--- src/rtl/gpt_pkg.sv ---
package gpt_pkg;
  localparam int unsigned REG_W     = 16;
  localparam int unsigned PSC_W     = 8;
  localparam int unsigned SLOW_LOG2 = 4;

  localparam int unsigned OFS_CTRL = 'h00;
  localparam int unsigned OFS_REF  = 'h04;
  localparam int unsigned OFS_CAP  = 'h08;
  localparam int unsigned OFS_CNT  = 'h0C;
  localparam int unsigned OFS_STAT = 'h11;

  typedef struct packed {
    logic [PSC_W-1:0] psc;
    logic [1:0]       edge_sel;
    logic             out_mode;
    logic             irq_en;
    logic             restart;
    logic [1:0]       src;
    logic             enable;
  } ctrl_t;

  localparam logic [1:0] SRC_FAST = 2'd1;
  localparam logic [1:0] SRC_SLOW = 2'd2;
endpackage

--- src/rtl/gpt_prescaler.sv ---
module gpt_prescaler #(
  parameter int unsigned PSC_W     = 8,
  parameter int unsigned SLOW_LOG2 = 4
) (
  input  logic             clk,
  input  logic             rst_n,
  input  logic             run,
  input  logic             slow,
  input  logic [PSC_W-1:0] psc,
  input  logic             phase_clr,
  output logic             tick
);
  localparam int unsigned PH_W = PSC_W + SLOW_LOG2;

  logic [PH_W-1:0] phase_q, phase_d, limit;

  // Terminal phase: P for the fast source, 16*(P+1)-1 for the slow one.
  always_comb begin
    if (slow) limit = {psc, {SLOW_LOG2{1'b1}}};
    else      limit = {{SLOW_LOG2{1'b0}}, psc};
  end

  assign tick = run && (phase_q >= limit);

  always_comb begin
    if (!run || phase_clr)    phase_d = '0;
    else if (phase_q >= limit) phase_d = '0;
    else                      phase_d = phase_q + 1'b1;
  end

  always_ff @(posedge clk or negedge rst_n) begin
    if (!rst_n) phase_q <= '0;
    else        phase_q <= phase_d;
  end
endmodule

--- src/rtl/gpt_counter.sv ---
module gpt_counter #(
  parameter int unsigned CNT_W = 16
) (
  input  logic             clk,
  input  logic             rst_n,
  input  logic             tick,
  input  logic             load,
  input  logic [CNT_W-1:0] load_val,
  input  logic [CNT_W-1:0] ref_val,
  output logic [CNT_W-1:0] cnt,
  output logic             hit
);
  logic [CNT_W-1:0] cnt_d;

  always_comb begin
    cnt_d = cnt;
    if (load)                     cnt_d = load_val;
    else if (tick && cnt == ref_val) cnt_d = '0;
    else if (tick)                cnt_d = cnt + 1'b1;
  end

  assign hit = tick && !load && (cnt_d == ref_val);

  always_ff @(posedge clk or negedge rst_n) begin
    if (!rst_n) cnt <= '0;
    else        cnt <= cnt_d;
  end
endmodule

--- src/rtl/gpt_regs.sv ---
module gpt_regs
  import gpt_pkg::*;
#(
  parameter int unsigned CNT_W  = 16,
  parameter int unsigned ADDR_W = 5
) (
  input  logic              clk,
  input  logic              rst_n,
  input  logic              wr_en,
  input  logic              rd_en,
  input  logic [ADDR_W-1:0] addr,
  input  logic [REG_W-1:0]  wdata,
  input  logic [CNT_W-1:0]  cnt,
  input  logic              hit,
  output ctrl_t             ctrl,
  output logic [CNT_W-1:0]  ref_val,
  output logic              cnt_load,
  output logic              flag,
  output logic [REG_W-1:0]  rdata,
  output logic              irq
);
  logic sel_ctrl, sel_ref, sel_cap, sel_cnt, sel_stat;
  assign sel_ctrl = (addr == ADDR_W'(OFS_CTRL));
  assign sel_ref  = (addr == ADDR_W'(OFS_REF));
  assign sel_cap  = (addr == ADDR_W'(OFS_CAP));
  assign sel_cnt  = (addr == ADDR_W'(OFS_CNT));
  assign sel_stat = (addr == ADDR_W'(OFS_STAT));

  ctrl_t            ctrl_d;
  logic [CNT_W-1:0] ref_d, cap_q, cap_d;
  logic             flag_d;
  logic [REG_W-1:0] rdata_d, rd_mux;

  assign cnt_load = wr_en && sel_cnt;

  always_comb begin
    ctrl_d = ctrl;
    ref_d  = ref_val;
    cap_d  = cap_q;
    flag_d = flag;
    if (wr_en && sel_ctrl) begin
      if (ctrl.enable && !wdata[0]) begin
        ctrl_d = '0;
        ref_d  = '0;
      end else begin
        ctrl_d = ctrl_t'(wdata);
      end
    end
    if (wr_en && sel_ref) ref_d = wdata[CNT_W-1:0];
    if (wr_en && sel_cap) cap_d = wdata[CNT_W-1:0];
    if (wr_en && sel_stat && wdata[1]) flag_d = 1'b0;
    if (hit) flag_d = 1'b1;
  end

  always_comb begin
    rd_mux = '0;
    if (sel_ctrl)      rd_mux = REG_W'(ctrl);
    else if (sel_ref)  rd_mux = REG_W'(ref_val);
    else if (sel_cap)  rd_mux = REG_W'(cap_q);
    else if (sel_cnt)  rd_mux = REG_W'(cnt);
    else if (sel_stat) rd_mux = REG_W'({flag, 1'b0});
    rdata_d = rd_en ? rd_mux : rdata;
  end

  always_ff @(posedge clk or negedge rst_n) begin
    if (!rst_n) begin
      ctrl    <= '0;
      ref_val <= '0;
      cap_q   <= '0;
      flag    <= 1'b0;
      rdata   <= '0;
    end else begin
      ctrl    <= ctrl_d;
      ref_val <= ref_d;
      cap_q   <= cap_d;
      flag    <= flag_d;
      rdata   <= rdata_d;
    end
  end

  assign irq = ctrl.irq_en && flag;
endmodule

--- src/rtl/gpt_timer.sv ---
module gpt_timer
  import gpt_pkg::*;
#(
  parameter int unsigned CNT_W  = 16,
  parameter int unsigned ADDR_W = 5
) (
  input  logic              clk,
  input  logic              rst_n,
  input  logic              wr_en,
  input  logic              rd_en,
  input  logic [ADDR_W-1:0] addr,
  input  logic [15:0]       wdata,
  output logic [15:0]       rdata,
  output logic              irq
);
  logic [1:0] rst_sync;
  logic       rst_n_s;

  always_ff @(posedge clk or negedge rst_n) begin
    if (!rst_n) rst_sync <= 2'b00;
    else        rst_sync <= {rst_sync[0], 1'b1};
  end
  assign rst_n_s = rst_sync[1];

  ctrl_t            ctrl;
  logic [CNT_W-1:0] ref_val, cnt;
  logic             cnt_load, flag, hit, tick, run;

  assign run = ctrl.enable && ctrl.restart &&
               (ctrl.src == SRC_FAST || ctrl.src == SRC_SLOW);

  gpt_regs #(.CNT_W(CNT_W), .ADDR_W(ADDR_W)) u_regs (
    .clk(clk), .rst_n(rst_n_s), .wr_en(wr_en), .rd_en(rd_en), .addr(addr),
    .wdata(wdata), .cnt(cnt), .hit(hit), .ctrl(ctrl), .ref_val(ref_val),
    .cnt_load(cnt_load), .flag(flag), .rdata(rdata), .irq(irq)
  );

  gpt_prescaler #(.PSC_W(PSC_W), .SLOW_LOG2(SLOW_LOG2)) u_psc (
    .clk(clk), .rst_n(rst_n_s), .run(run), .slow(ctrl.src == SRC_SLOW),
    .psc(ctrl.psc), .phase_clr(cnt_load), .tick(tick)
  );

  gpt_counter #(.CNT_W(CNT_W)) u_cnt (
    .clk(clk), .rst_n(rst_n_s), .tick(tick), .load(cnt_load),
    .load_val(wdata[CNT_W-1:0]), .ref_val(ref_val), .cnt(cnt), .hit(hit)
  );
endmodule

--- config.mk ---
export PLATFORM = sky130hd
export DESIGN_NAME = gpt_timer
export DESIGN_NICKNAME = d
export VERILOG_FILES = /design/src/rtl/gpt_pkg.sv /design/src/rtl/gpt_prescaler.sv /design/src/rtl/gpt_counter.sv /design/src/rtl/gpt_regs.sv /design/src/rtl/gpt_timer.sv
export SDC_FILE = /design/constraint.sdc
export NUM_CORES = 1
export LEC_CHECK = 0
export ABC_CLOCK_PERIOD_IN_PS = 6300
export BUFFER_PORTS_ARGS = -buffer_cell sky130_fd_sc_hd__buf_2
export CORE_ASPECT_RATIO = 0.5
export CORE_MARGIN = 2
export CORE_UTILIZATION = 55
export DETAILED_ROUTE_END_ITERATION = 7
export PLACE_DENSITY_LB_ADDON = 0.12
export SLEW_MARGIN = 20
export SYNTH_ARGS = -nofsm -noshare
export SYNTH_HDL_FRONTEND = slang
export SYNTH_SLANG_ARGS = --single-unit
--- constraint.sdc ---
create_clock -name clk -period 6.3 [get_ports clk]
set_input_delay 0.315 -clock clk [delete_from_list [all_inputs] [get_ports clk]]
set_output_delay 0.315 -clock clk [all_outputs]
set_load 0.005 [all_outputs]
[After elaboration in Yosys (flattened, before gate mapping)]
Cells that the tools add are included.
Operators by class
  add/sub/neg operators: 2
  magnitude comparators: 1
  eq/ne operators: 8
  mux-type cells: 17
  reduce and logical (&&, ||, !) cells: 24
Operators by type and width (count)
  $mux 16: 11
  $mux 12: 3
  $eq 16x16->1: 2
  $add 16x1->16 const B: 1
  $logic_and 1x1->1: 14
  $add 12x1->12 const B: 1
  $ge 12x12->1: 1
  $eq 5x4->1 const B: 2
  $reduce_bool 2->1: 3
  $eq 5x3->1 const B: 1
  $eq 5x5->1 const B: 1
  $logic_not 5->1: 1
  $logic_not 1->1: 3
  $eq 2x1->1 const B: 1
  $eq 2x2->1 const B: 1
  $logic_or 1x1->1: 2
  $mux 1: 2
  $mux 2: 1
  $reduce_and 2->1: 1
Word-level totals
  register bits after elaboration: 95
  output and inout port bits: 17

[Depth between registers and ports, before layout]
Gate-level depths: netlist (run 1).
  word-level depth: 10
  depth in mapped cells: 15
  depth with buffers taken out: 13

[Modules after synthesis]
From an unflattened synthesis (run 1), not the netlist that was laid out.
Unflattened totals
  cell total of the unflattened synthesis: 541
  area total of the unflattened synthesis: 5694.2 sq um
By module, submodules not included
  gpt_regs: instances 1, cells each 229, area an instance 2994.1 sq um, seq. area each 1626.6 sq um
  gpt_counter: instances 1, cells each 204, area an instance 1646.6 sq um, seq. area each 400.4 sq um
  gpt_prescaler: instances 1, cells each 102, area an instance 974.7 sq um, seq. area each 300.3 sq um
  gpt_timer: instances 1, cells each 6, area an instance 78.8 sq um, seq. area each 50.0 sq um

[Least setup slack after synthesis (run 1)]
No wires, ideal clock.
  kind: reg-to-reg
  start: register, netlist name u_regs.ctrl[1]
  end: register u_regs.flag
  setup time: 0.103 ns
  data arrival time: 3.493 ns
  data required time: 6.197 ns
  path slack: 2.703 ns
  stages on the path, launching flop included: 15
  cells stage by stage: dfrtp_1 > inv_1 > ha_1 > clkbuf_1 > or2_2 > ha_1 > nand2b_1 > a2111oi_0 > nor3_1 > o21ai_1 > o21ai_0 > o221a_2 > nor4_2 > a31oi_1 > o41ai_2
Between the ends
  word-level cells in the longest chain between the ends: 10
  elaborated cells on any way between the ends: 16
  those cells by class: order compare: 1; eq/ne: 3; mux: 5; reduce/logical: 7
RTL lines
  $eq 2x2->1 or $eq 2x1->1 (tied branches): line gpt_timer.sv:30, gpt_timer.sv:39
  $mux 12 or $logic_or 1x1->1 (tied branches): line gpt_prescaler.sv:19, gpt_timer.sv:30
  $ge 12x12->1 or $logic_and 1x1->1 (tied branches): line gpt_prescaler.sv:23, gpt_timer.sv:29
  $logic_and 1x1->1 (*): line gpt_prescaler.sv:23  | assign tick = run && (phase_q >= limit);
  $mux 16 or $logic_and 1x1->1 (tied branches): line gpt_counter.sv:19, gpt_counter.sv:18
  $mux 16: line gpt_counter.sv:18  | else if (tick && cnt == ref_val) cnt_d = '0;
  $mux 16: line gpt_counter.sv:17  | if (load) cnt_d = load_val;
  $eq 16x16->1: line gpt_counter.sv:22  | assign hit = tick && !load && (cnt_d == ref_val);
  $logic_and 1x1->1 (*): line gpt_counter.sv:22
  $mux 1 or $reduce_bool 2->1 (tied branches)
  end signal, assigned: line gpt_regs.sv:76  | flag <= flag_d;
  end, declared: line gpt_regs.sv:18  | output logic flag,
Every way passes the cells marked *; elsewhere a longest branch is shown, timed or not.
A chain may end at the register's enable or synchronous reset.

[Worst setup path after layout (run 1)]
  start: register, netlist name u_regs.ctrl[1]
  end: register u_regs.flag
Between the ends
  word-level cells in the longest chain between the ends: 10
  elaborated cells on any way between the ends: 16
  those cells by class: order compare: 1; eq/ne: 3; mux: 5; reduce/logical: 7
RTL lines (line)
  $eq 2x2->1 or $eq 2x1->1 (tied branches): gpt_timer.sv:30, gpt_timer.sv:39
  $mux 12 or $logic_or 1x1->1 (tied branches): gpt_prescaler.sv:19, gpt_timer.sv:30
  $ge 12x12->1 or $logic_and 1x1->1 (tied branches): gpt_prescaler.sv:23, gpt_timer.sv:29
  $logic_and 1x1->1 (*): gpt_prescaler.sv:23
  $mux 16 or $logic_and 1x1->1 (tied branches): gpt_counter.sv:19, gpt_counter.sv:18
  $mux 16: gpt_counter.sv:18
  $mux 16: gpt_counter.sv:17
  $eq 16x16->1: gpt_counter.sv:22
  $logic_and 1x1->1 (*): gpt_counter.sv:22
  $mux 1 or $reduce_bool 2->1 (tied branches)
Marks and branches as above.

==> results.md, run 1 <==
* Reg-to-reg critical path startpoint: u_regs.ctrl[1]$_DFFE_PN0P_
* Synth unique cells at 65
* Syn. warnings at 0
* IO Port Bufs at 41
* Die area at 11140 sq um
* Leakage at 0.002760 uW
* Area leader, netlist: dfrtp_1
* Reg-to-reg critical path endpoint: u_regs.flag$_DFFE_PN0P_
* Hold WS at 0.2277 ns
* H-tree lvl count at 3
* Mean number of vias per cell at 6.098
* Post-synthesis cell count at 605
* Seq/Total Area, Yosys at 0.4209
* Post-Syn Area at 5648 sq um
* Worst Path Required at 6.54 ns
* Critical path's top delay family: simple AND/OR/NAND/NOR gates
* Worst setup endpoint: u_regs.flag$_DFFE_PN0P_
* Routed Wire Length at 15220 microns
* Rel. slew slack at 0.4184
* RSZ-0062 raised after global routing: no
* Crit-path max FO at 21
* Max clock buf depth at 2
* Reg2reg setup slack at 2.32 ns
* First-pass GRT wire length at 24080 microns
* Largest net degree at the start of global routing at 69
* CP startpoint: u_regs.ctrl[1]$_DFFE_PN0P_
* CP Cell Sequence: inv_1, ha_1, nand2_1, ha_1, nand4_1, a211o_1, nor3_1, o211ai_1, buf_4, or3_1, nor3b_1, nor4_2, a31oi_1, o41ai_2
* Crit path arrival time at 4.23 ns
* Type of origin of the critical path: flop
* Reg area at 2381 sq um
* Peak supply drop at 0.1503 mV
* Share of cells above drive strength 1 at 0.1722
* Worst setup path class: reg -> reg
* Via count at 4714
* Post-route ant nets at 0
* DR pass1 iterations at 8
* Final HPWL DP at 10930 microns
* Synth top cells by count: 95 x dfrtp_1, 70 x nand2_1, 54 x o21ai_0
* Routability cong. at 0.9427
* Fin Clk Skew at 0.009921 ns
* FMAX at 251.0 MHz
* Placement row count at 26
* Period utilization at 0.6325
* Slowest cell delay on critical path at 0.49 ns
* Most common cell in the netlist: dfrtp_1
* Core region area at 10080 sq um
* Yosys top cell area share at 0.4209
* CTS tree: built
* Largest cells by area after synthesis: dfrtp_1 42%, mux4_2 5.6%, o21ai_0 4.8%, nand2_1 4.7%, ha_1 3.5%
* CTS buffer count at 9
* Final hold violations at 0
* Flops & latches, synth at 95
* Post-synth ARST share at 1.000
* Design area at 6261 sq um
* Ys flop type: dfrtp_1
* Routed len/inst at 19.69 microns
* Gr ovfl total at 0
* Drt drc at 0
* CP endpoint kind: flop
* Initial Util at 0.5600
* I/O Pins at 42
* Fill count at 869
* Worst R2R Path Depth at 14
* Sink Count at 95
* Post-synth EDFFs at 0
* Worst Path Buf+Inv at 2
* Max Slew Vio Count at 0
* Max-Cap Viols at 0
* Worst Max-Slew Pin Slew at 0.8724 ns
* Minimum clock period at 3.985 ns
* Synthesis-to-layout area growth at 10.86%
* Worst setup margin at 2.315 ns
* Critical path's most frequent cell: ha_1
* Area of the multi-input gates at 2999 sq um
* Die height at 75.66 microns
* Reg clk slew, reported paths at 0.07 ns
* Initial antenna violation count at 0
* Postcts setup bufs at 0
* Setup violators final at 0
* N_diodes at 0
* Avg Synthesized Cell Area at 9.335 sq um
* Status: finished, final reports clean
* Worst path slowest cell: nor3_1
* Die Span X at 147.3 microns
* Overall Power at 1866 uW
* Dpl ws at 2.371 ns
* Root buf cell: clkbuf_16
* Tot GR Track Use at 0.2885
* Clk_lat worst skew at 0.35 ns
* Vias in the first global route at 4224
* Levels on crit path at 14
* Mapped Nets at 646
* Power Dens Cells at 298.0 nW/um^2
* Setup tns final at 0 ns
* Hold crit path type: reg -> async
* Fin nets at 669
* Post-DP Area at 5929 sq um
* DR iter-0 viols at 457
[cell families (layout without fill, tap and decap cells)]
group           after synthesis  count (layout)  synth area share
flops                        95              95            0.4209
xor+xnor                     28              28           0.04342
fa+ha+maj                    16              16           0.03544
other cells                   1               1         0.0006640
compound gates              141             141            0.1624
buf+inv                      68              96           0.04896
mux                          37              37            0.1032
simple gates                219             219            0.1850
[cell type report]
| cell class | instances | area share |
|---|---|---|
| inverters | 29 | 0.01739 |
| multi-input cells | 442 | 0.4790 |
| flip-flops and latches | 95 | 0.3803 |
| clock inverters | 7 | 0.01359 |
| well taps | 140 | 0.02798 |
| repair buffers | 51 | 0.04576 |
| clock buffers | 9 | 0.03597 |
[routing by layer]
| metal | share of wire | global-route usage | wire, microns |
|---|---|---|---|
| met5 | 0 | 0 | 0 |
| met4 | 0.0092 | 0.05021 | 140 |
| met3 | 0.092 | 0.08383 | 1406 |
| met2 | 0.41 | 0.4143 | 6288 |
| met1 | 0.49 | 0.4401 | 7381 |
[worst register-to-register path: stages (launching register included)]
cell and delay, ns:
dfrtp_1 0.40, inv_1 0.08, ha_1 0.36, nand2_1 0.10, ha_1 0.32, nand4_1 0.15
a211o_1 0.25, nor3_1 0.49, o211ai_1 0.15, buf_4 0.23, or3_1 0.39, nor3b_1 0.16
nor4_2 0.25, a31oi_1 0.18, o41ai_2 0.36
[timing repair]
item,in CTS,in global routing
hold buffers,1,0
endpoints found under the hold margin,2,0
gates resized for setup,0,0
[per-stage QoR]
| stage | utilization | instances |
|---|---|---|
| CTS | 0.6197 | 772 |
| global route | 0.6208 | 773 |
| floorplan | - | 605 |
| detailed placement | 0.5880 | 755 |
| finish | 0.6208 | 773 |
| global placement | 0.5880 | 755 |
[state kept, by name, indices dropped and copies added (netlist names)]
name and count:
rst_sync 2, u_cnt.cnt 16, u_regs.ctrl 16, u_psc.phase_q 12, u_regs.rdata 16, u_regs.flag 1
u_regs.cap_q 16, u_regs.ref_val 16
[power breakdown]
part,switching [uW],internal (uW)
Sequential,138,698
Clock,258,316
Combinational,248,208
Total,644,1220
[worst min path at each step]
stage / from / endpoint / slack (ns)
final: rst_sync[1]$_DFF_PN0_ / u_regs.cap_q[5]$_DFFE_PN0P_ / 0.23
after global routing: wdata[11] / u_cnt.cnt[11]$_DFF_PN0_ / 0.24
after global placement: rst_n / rst_sync[0]$_DFF_PN0_ / 0.10
after detailed placement: rst_n / rst_sync[0]$_DFF_PN0_ / 0.10
after CTS: wdata[11] / u_cnt.cnt[11]$_DFF_PN0_ / 0.22
after floorplan: rst_n / rst_sync[0]$_DFF_PN0_ / 0.02
[cells in the final DEF, fill, tap and decap left out, types with 3 or more instances in the layout]
cell and count:
dfrtp_1 94, nand2_1 70, o21ai_0 54, nor2_1 47
buf_2 41, inv_1 29, nand3_1 27, nor3_1 25
a21oi_1 23, xor2_1 22, mux2_2 17, a22o_1 17
ha_1 16, mux4_2 14, clkbuf_16 9, nand4_1 8
buf_4 8, a31oi_1 7, and3_1 6, xnor2_1 6
o21a_1 6, nor4_1 6, mux2i_1 5, nand2b_1 5
or3_1 5, o21ai_1 4, nor3b_1 4, inv_6 3
Power figures use the tool's default switching activity.
==> run 2: changes to the inputs <==
Settings changed: ABC_CLOCK_PERIOD_IN_PS 6300 to 3500.
Clock period 6.3 ns to 3.5 ns, I/O delays scaled along.
==> results.md, run 2 (same netlist as run 1, synthesis figures left out) <==
* Status: finished with violations (was finished, final reports clean)
* Failing checks: negative setup slack
* Worst setup margin at -0.07036 ns (was 2.315 ns)
* Final HPWL DP at 12380 microns (was 10930 microns)
* FMAX at 280.1 MHz (was 251.0 MHz)
* Post-DP Area at 6286 sq um (was 5929 sq um)
* Crit-path max FO at 6 (was 21)
* Via count at 5103 (was 4714)
* Type of origin of the critical path: flop (unchanged)
* Die Span X at 147.3 microns (unchanged)
* Routed len/inst at 20.51 microns (was 19.69 microns)
* Placement row count at 26 (unchanged)
* Core region area at 10080 sq um (unchanged)
* Initial Util at 0.5600 (unchanged)
* Design area at 6639 sq um (was 6261 sq um)
* Tot GR Track Use at 0.3094 (was 0.2885)
* Hold WS at 0.09927 ns (was 0.2277 ns)
* Max clock buf depth at 2 (unchanged)
* CP endpoint kind: flop (unchanged)
* Mean number of vias per cell at 6.238 (was 6.098)
* Worst setup path class: reg -> reg (unchanged)
* Peak supply drop at 0.2609 mV (was 0.1503 mV)
* Leading cell types in the layout, fill and taps excluded: 94 x dfrtp_1, 70 x nand2_1, 53 x o21ai_0, 53 x buf_4, 47 x nor2_1 (was 94 x dfrtp_1, 70 x nand2_1, 54 x o21ai_0, 47 x nor2_1, 41 x buf_2)
* Sink Count at 95 (unchanged)
* Largest net degree at the start of global routing at 55 (was 69)
* Drt drc at 0 (unchanged)
* Hold path depth at 3
* RSZ-0062 raised after global routing: yes (was no)
* Initial antenna violation count at 0 (unchanged)
* First-pass GRT wire length at 25610 microns (was 24080 microns)
* Cell count after placement at 802 (was 755)
* Root buf cell: clkbuf_16 (unchanged)
* Fin nets at 715 (was 669)
* Hold endpoint: u_cnt.cnt[13]$_DFF_PN0_
* Final core occ at 0.6583 (was 0.6208)
* Crit path arrival time at 3.82 ns (was 4.23 ns)
* CTS buffer count at 9 (unchanged)
* Fin Clk Skew at 0.008340 ns (was 0.009921 ns)
* Max Slew Vio Count at 0 (unchanged)
* Vias in the first global route at 4508 (was 4224)
* Synthesis-to-layout area growth at 17.55% (was 10.86%)
* Routability cong. at 0.9570 (was 0.9427)
* Die area at 11140 sq um (unchanged)
* Final cell count without fillers at 818 (was 773)
* Postcts setup bufs at 0 (unchanged)
* Gr ovfl total at 0 (unchanged)
* Share of cells above drive strength 1 at 0.2375 (was 0.1722)
* Hold crit path type: in -> reg (was reg -> async)
* I/O Pins at 42 (unchanged)
* CP startpoint: u_regs.ctrl[1]$_DFFE_PN0P_ (unchanged)
* Period utilization at 1.020 (was 0.6325)
* DR pass1 iterations at 6 (was 8)
* Dpl ws at -0.2180 ns (was 2.371 ns)
* Reg clk slew, reported paths at 0.07 ns (about the same)
* Commonest non-fill, non-tap cell in the layout: dfrtp_1 (unchanged)
* Reg-to-reg critical path startpoint: u_regs.ctrl[1]$_DFFE_PN0P_ (unchanged)
* Routed Wire Length at 16780 microns (was 15220 microns)
* DR iter-0 viols at 620 (was 457)
* Reg-to-reg critical path endpoint: u_regs.flag$_DFFE_PN0P_ (unchanged)
* Worst Path Required at 3.75 ns (was 6.54 ns)
* N_diodes at 0 (unchanged)
* Max-Cap Viols at 0 (unchanged)
* Reg2reg setup slack at -0.07 ns (was 2.32 ns)
* Leakage at 0.002978 uW (was 0.002760 uW)
* Worst Max-Slew Pin Slew at 0.7419 ns (was 0.8724 ns)
* Hold Path Origin: wdata[13]
* Final hold violations at 0 (unchanged)
* Power Dens Cells at 522.5 nW/um^2 (was 298.0 nW/um^2)
* Post-route ant nets at 0 (unchanged)
* CTS tree: built (unchanged)
* Setup violators final at 1 (was 0)
* H-tree lvl count at 3 (unchanged)
* Worst R2R Path Depth at 16 (was 14)
* Minimum clock period at 3.570 ns (was 3.985 ns)
* IO Port Bufs at 41 (unchanged)
* Rel. slew slack at 0.5054 (was 0.4184)
* Die height at 75.66 microns (unchanged)
* Clk_lat worst skew at 0.35 ns (about the same)
[run 2: repair_timing]
item | in CTS | in global routing
endpoints found under the setup margin | 1 | 1
hold endpoints to repair | 2 | 0
hold buffers | 1 | 0
pin swaps | 5 | 1
gates cloned | 0 | 0
resized for setup | 10 | 4
[run 2: layout make-up]
class	instances	area, sq um
clock buffers	12	256.5
flip-flops and latches	95	2381
well taps	140	175.2
clock inverters	3	26.28
repair buffers	97	635.6
multi-input cells	442	3055
inverters	29	108.9
fillers	817	3446
[run 2: critical path: stages (launching register included)]
cell and delay (ns):
dfrtp_1 0.36, inv_1 0.07, ha_1 0.20, or2_2 0.29, ha_1 0.27, nand2b_1 0.18, a2111oi_4 0.42, nor3_4 0.09
buf_6 0.13, buf_4 0.13, o21a_2 0.25, buf_4 0.17, o21ai_0 0.12, a31oi_1 0.12, a32oi_1 0.19, nand4b_1 0.14
o41ai_2 0.33
[run 2: how the worst max path moves through the flow]
stage,to,slack (ns),depth (start not counted)
3_3_place_gp,u_regs.flag$_DFFE_PN0P_,-0.15,15
4_1_cts,u_regs.flag$_DFFE_PN0P_,0.005,16
2_1_floorplan,u_regs.flag$_DFFE_PN0P_,0.03,15
3_5_place_dp,u_regs.flag$_DFFE_PN0P_,-0.22,15
5_1_grt,u_regs.flag$_DFFE_PN0P_,-0.24,16
6_report,u_regs.flag$_DFFE_PN0P_,-0.07,16
[run 2: report_power, final]
group / internal [uW] / switching [uW]
Sequential: 1260 / 197
Clock: 524 / 437
Combinational: 473 / 581
Total: 2250 / 1210
[run 2: through the flow]
step / TNS [ns] / power, uW
floorplan: 0 / 2069
global placement: -0.1485 / 2433
detailed placement: -0.2180 / 2447
CTS: 0 / 3433
global route: -0.2358 / 3630
finish: -0.07036 / 3469
[run 2: routing by layer]
| layer | track usage | wire (microns) | up-vias | part of all wire |
|---|---|---|---|---|
| li1 | - | - | 2318 | - |
| met1 | 0.4632 | 7944 | 2495 | 0.47 |
| met2 | 0.4361 | 6844 | 258 | 0.41 |
| met3 | 0.1024 | 1678 | 32 | 0.10 |
| met4 | 0.07158 | 306 | 0 | 0.018 |
| met5 | 0 | 0 | - | 0 |
==> run 3: changes to the inputs <==
Settings changed: SETUP_SLACK_MARGIN from default to 0.2.
==> results.md, run 3 (same netlist as run 1, synthesis figures left out) <==
* Status: finished, final reports clean (was finished with violations)
* Dpl ws at -0.1308 ns (was -0.2180 ns)
* Placement row count at 26 (unchanged)
* Die height at 75.66 microns (unchanged)
* Worst R2R Path Depth at 15 (was 16)
* Setup violators final at 0 (was 1)
* Hold Path Origin: wdata[7] (was wdata[13])
* Final HPWL DP at 11830 microns (was 12380 microns)
* Hold endpoint: u_regs.ctrl[7]$_DFFE_PN0P_ (was u_cnt.cnt[13]$_DFF_PN0_)
* Worst Path Buf+Inv at 3 (was 4)
* Commonest non-fill, non-tap cell in the layout: dfrtp_1 (unchanged)
* Worst path slowest cell: dfrtp_1 (was a2111oi_4)
* Routed len/inst at 20.43 microns (was 20.51 microns)
* CTS buffer count at 9 (unchanged)
* Rel. slew slack at 0.4201 (was 0.5054)
* Post-route ant nets at 0 (unchanged)
* Clk_lat worst skew at 0.35 ns (about the same)
* Routability cong. at 0.9709 (was 0.9570)
* Synthesis-to-layout area growth at 18.37% (was 17.55%)
* Core region area at 10080 sq um (unchanged)
* Fin Clk Skew at 0.01017 ns (was 0.008340 ns)
* Root buf cell: clkbuf_16 (unchanged)
* Worst Max-Slew Pin Slew at 0.8698 ns (was 0.7419 ns)
* Via count at 4941 (was 5103)
* Fin nets at 703 (was 715)
* Sink Count at 95 (unchanged)
* H-tree lvl count at 3 (unchanged)
* Period utilization at 0.9642 (was 1.020)
* Die Span X at 147.3 microns (unchanged)
* Vias in the first global route at 4378 (was 4508)
* Reg2reg setup slack at 0.13 ns (was -0.07 ns)
* Reg-to-reg critical path startpoint: u_regs.ctrl[2]$_DFFE_PN0P_ (was u_regs.ctrl[1]$_DFFE_PN0P_)
* Slowest cell delay on critical path at 0.39 ns (was 0.42 ns)
* Peak supply drop at 0.2590 mV (was 0.2609 mV)
* CP endpoint kind: flop (unchanged)
* Mean number of vias per cell at 6.123 (was 6.238)
* Initial Util at 0.5600 (unchanged)
* Crit-path max FO at 7 (was 6)
* Hold crit path type: in -> reg (unchanged)
* DR iter-0 viols at 550 (was 620)
* Final hold violations at 0 (unchanged)
* CTS tree: built (unchanged)
* Drt drc at 0 (unchanged)
* CP Cell Sequence: buf_6, ha_4, nand2_2, ha_4, nand4_1, a211o_1, nor3_2, buf_4, o211ai_1, buf_4, or3_4, nor3b_2, nor4_4, a31oi_2, o41ai_2 (was inv_1, ha_1, or2_2, ha_1, nand2b_1, a2111oi_4, nor3_4, buf_6, buf_4, o21a_2, buf_4, o21ai_0, a31oi_1, a32oi_1, nand4b_1, o41ai_2)
* First-pass GRT wire length at 25660 microns (was 25610 microns)
* Routed Wire Length at 16480 microns (was 16780 microns)
* DR pass1 iterations at 5 (was 6)
* N_diodes at 0 (unchanged)
* I/O Pins at 42 (unchanged)
* Minimum clock period at 3.375 ns (was 3.570 ns)
* Reg clk slew, reported paths at 0.08 ns (was 0.07 ns)
* Share of cells above drive strength 1 at 0.2504 (was 0.2375)
* FMAX at 296.3 MHz (was 280.1 MHz)
* Gr ovfl total at 0 (unchanged)
* RSZ-0062 raised after global routing: yes (unchanged)
* Critical path's top delay family: simple AND/OR/NAND/NOR gates (was compound AO/OA/AOI/OAI gates)
* Final core occ at 0.6629 (was 0.6583)
* Initial antenna violation count at 0 (unchanged)
* Largest net degree at the start of global routing at 67 (was 55)
* Leakage at 0.002948 uW (was 0.002978 uW)
* IO Port Bufs at 41 (unchanged)
* Worst setup path class: reg -> reg (unchanged)
* Worst setup margin at 0.1255 ns (was -0.07036 ns)
* Die area at 11140 sq um (unchanged)
* Max clock buf depth at 2 (unchanged)
* Hold path depth at 3 (unchanged)
* Crit path arrival time at 3.63 ns (was 3.82 ns)
* Max Slew Vio Count at 0 (unchanged)
* Reg-to-reg critical path endpoint: u_regs.flag$_DFFE_PN0P_ (unchanged)
* Power Dens Cells at 518.3 nW/um^2 (was 522.5 nW/um^2)
* Max-Cap Viols at 0 (unchanged)
* Tot GR Track Use at 0.3093 (was 0.3094)
* Leading cell types in the layout, fill and taps excluded: 94 x dfrtp_1, 67 x nand2_1, 52 x o21ai_0, 47 x nor2_1, 41 x buf_2 (was 94 x dfrtp_1, 70 x nand2_1, 53 x o21ai_0, 53 x buf_4, 47 x nor2_1)
* Type of origin of the critical path: flop (unchanged)
* Worst Path Required at 3.76 ns (was 3.75 ns)
-- run 3: per-stage QoR --
step | hold slack [ns] | std cells | cell area [sq um] | power, uW | TNS, ns
2_1_floorplan | -0.1206 | 605 | 5667 | 2081 | 0
3_3_place_gp | -0.04076 | 782 | 6147 | 2388 | -0.005186
3_5_place_dp | -0.03860 | 782 | 6147 | 2408 | -0.1308
4_1_cts | 0.08949 | 807 | 6658 | 3435 | 0
5_1_grt | 0.09820 | 807 | 6685 | 3643 | -0.05156
6_report | 0.09445 | 807 | 6685 | 3465 | 0
-- run 3: worst max path at each step --
stage                                          start                      end  slack (ns)  cells after the start
after global placement    u_regs.ctrl[1]$_DFFE_PN0P_  u_regs.flag$_DFFE_PN0P_      -0.005                     15
after global routing      u_regs.ctrl[2]$_DFFE_PN0P_  u_regs.flag$_DFFE_PN0P_       -0.05                     15
after floorplan           u_regs.ctrl[1]$_DFFE_PN0P_  u_regs.flag$_DFFE_PN0P_        0.21                     14
final                     u_regs.ctrl[2]$_DFFE_PN0P_  u_regs.flag$_DFFE_PN0P_        0.13                     15
after detailed placement  u_regs.ctrl[1]$_DFFE_PN0P_  u_regs.flag$_DFFE_PN0P_       -0.13                     15
after CTS                 u_regs.ctrl[2]$_DFFE_PN0P_  u_regs.flag$_DFFE_PN0P_        0.14                     16
-- run 3: tightest hold or removal path, delay by kind of cell --
family                 cells  cell delay [ns]
buffers and inverters      1             0.13
AND/OR/NAND/NOR            1             0.05
AO/OA/AOI/OAI              1             0.06
-- run 3: per-layer routing --
layer,GRT usage,part of all wire,vias to the layer above
li1,-,-,2296
met1,0.4756,0.48,2407
met2,0.4393,0.41,211
met3,0.08383,0.089,27
met4,0.06410,0.012,0
met5,0,0,-
-- run 3: layout make-up --
class	count	area (sq um)
flip-flops and latches	95	2381
inverters	29	108.9
clock buffers	9	225.2
repair buffers	85	560.5
well taps	140	175.2
fillers	825	3400
clock inverters	7	53.80
multi-input cells	442	3181
-- run 3: timing repair --
action	CTS	global route
resized for setup	31	4
hold buffers	1	0
endpoints found under the setup margin	1	1
pin swaps	18	3
hold endpoints to repair	2	0
buffers inserted	8	0
-- run 3: power by group --
part / switching, uW / internal (uW) / total (uW)
logic: 553 / 482 / 1040
clock network: 463 / 490 / 953
registers: 221 / 1260 / 1480
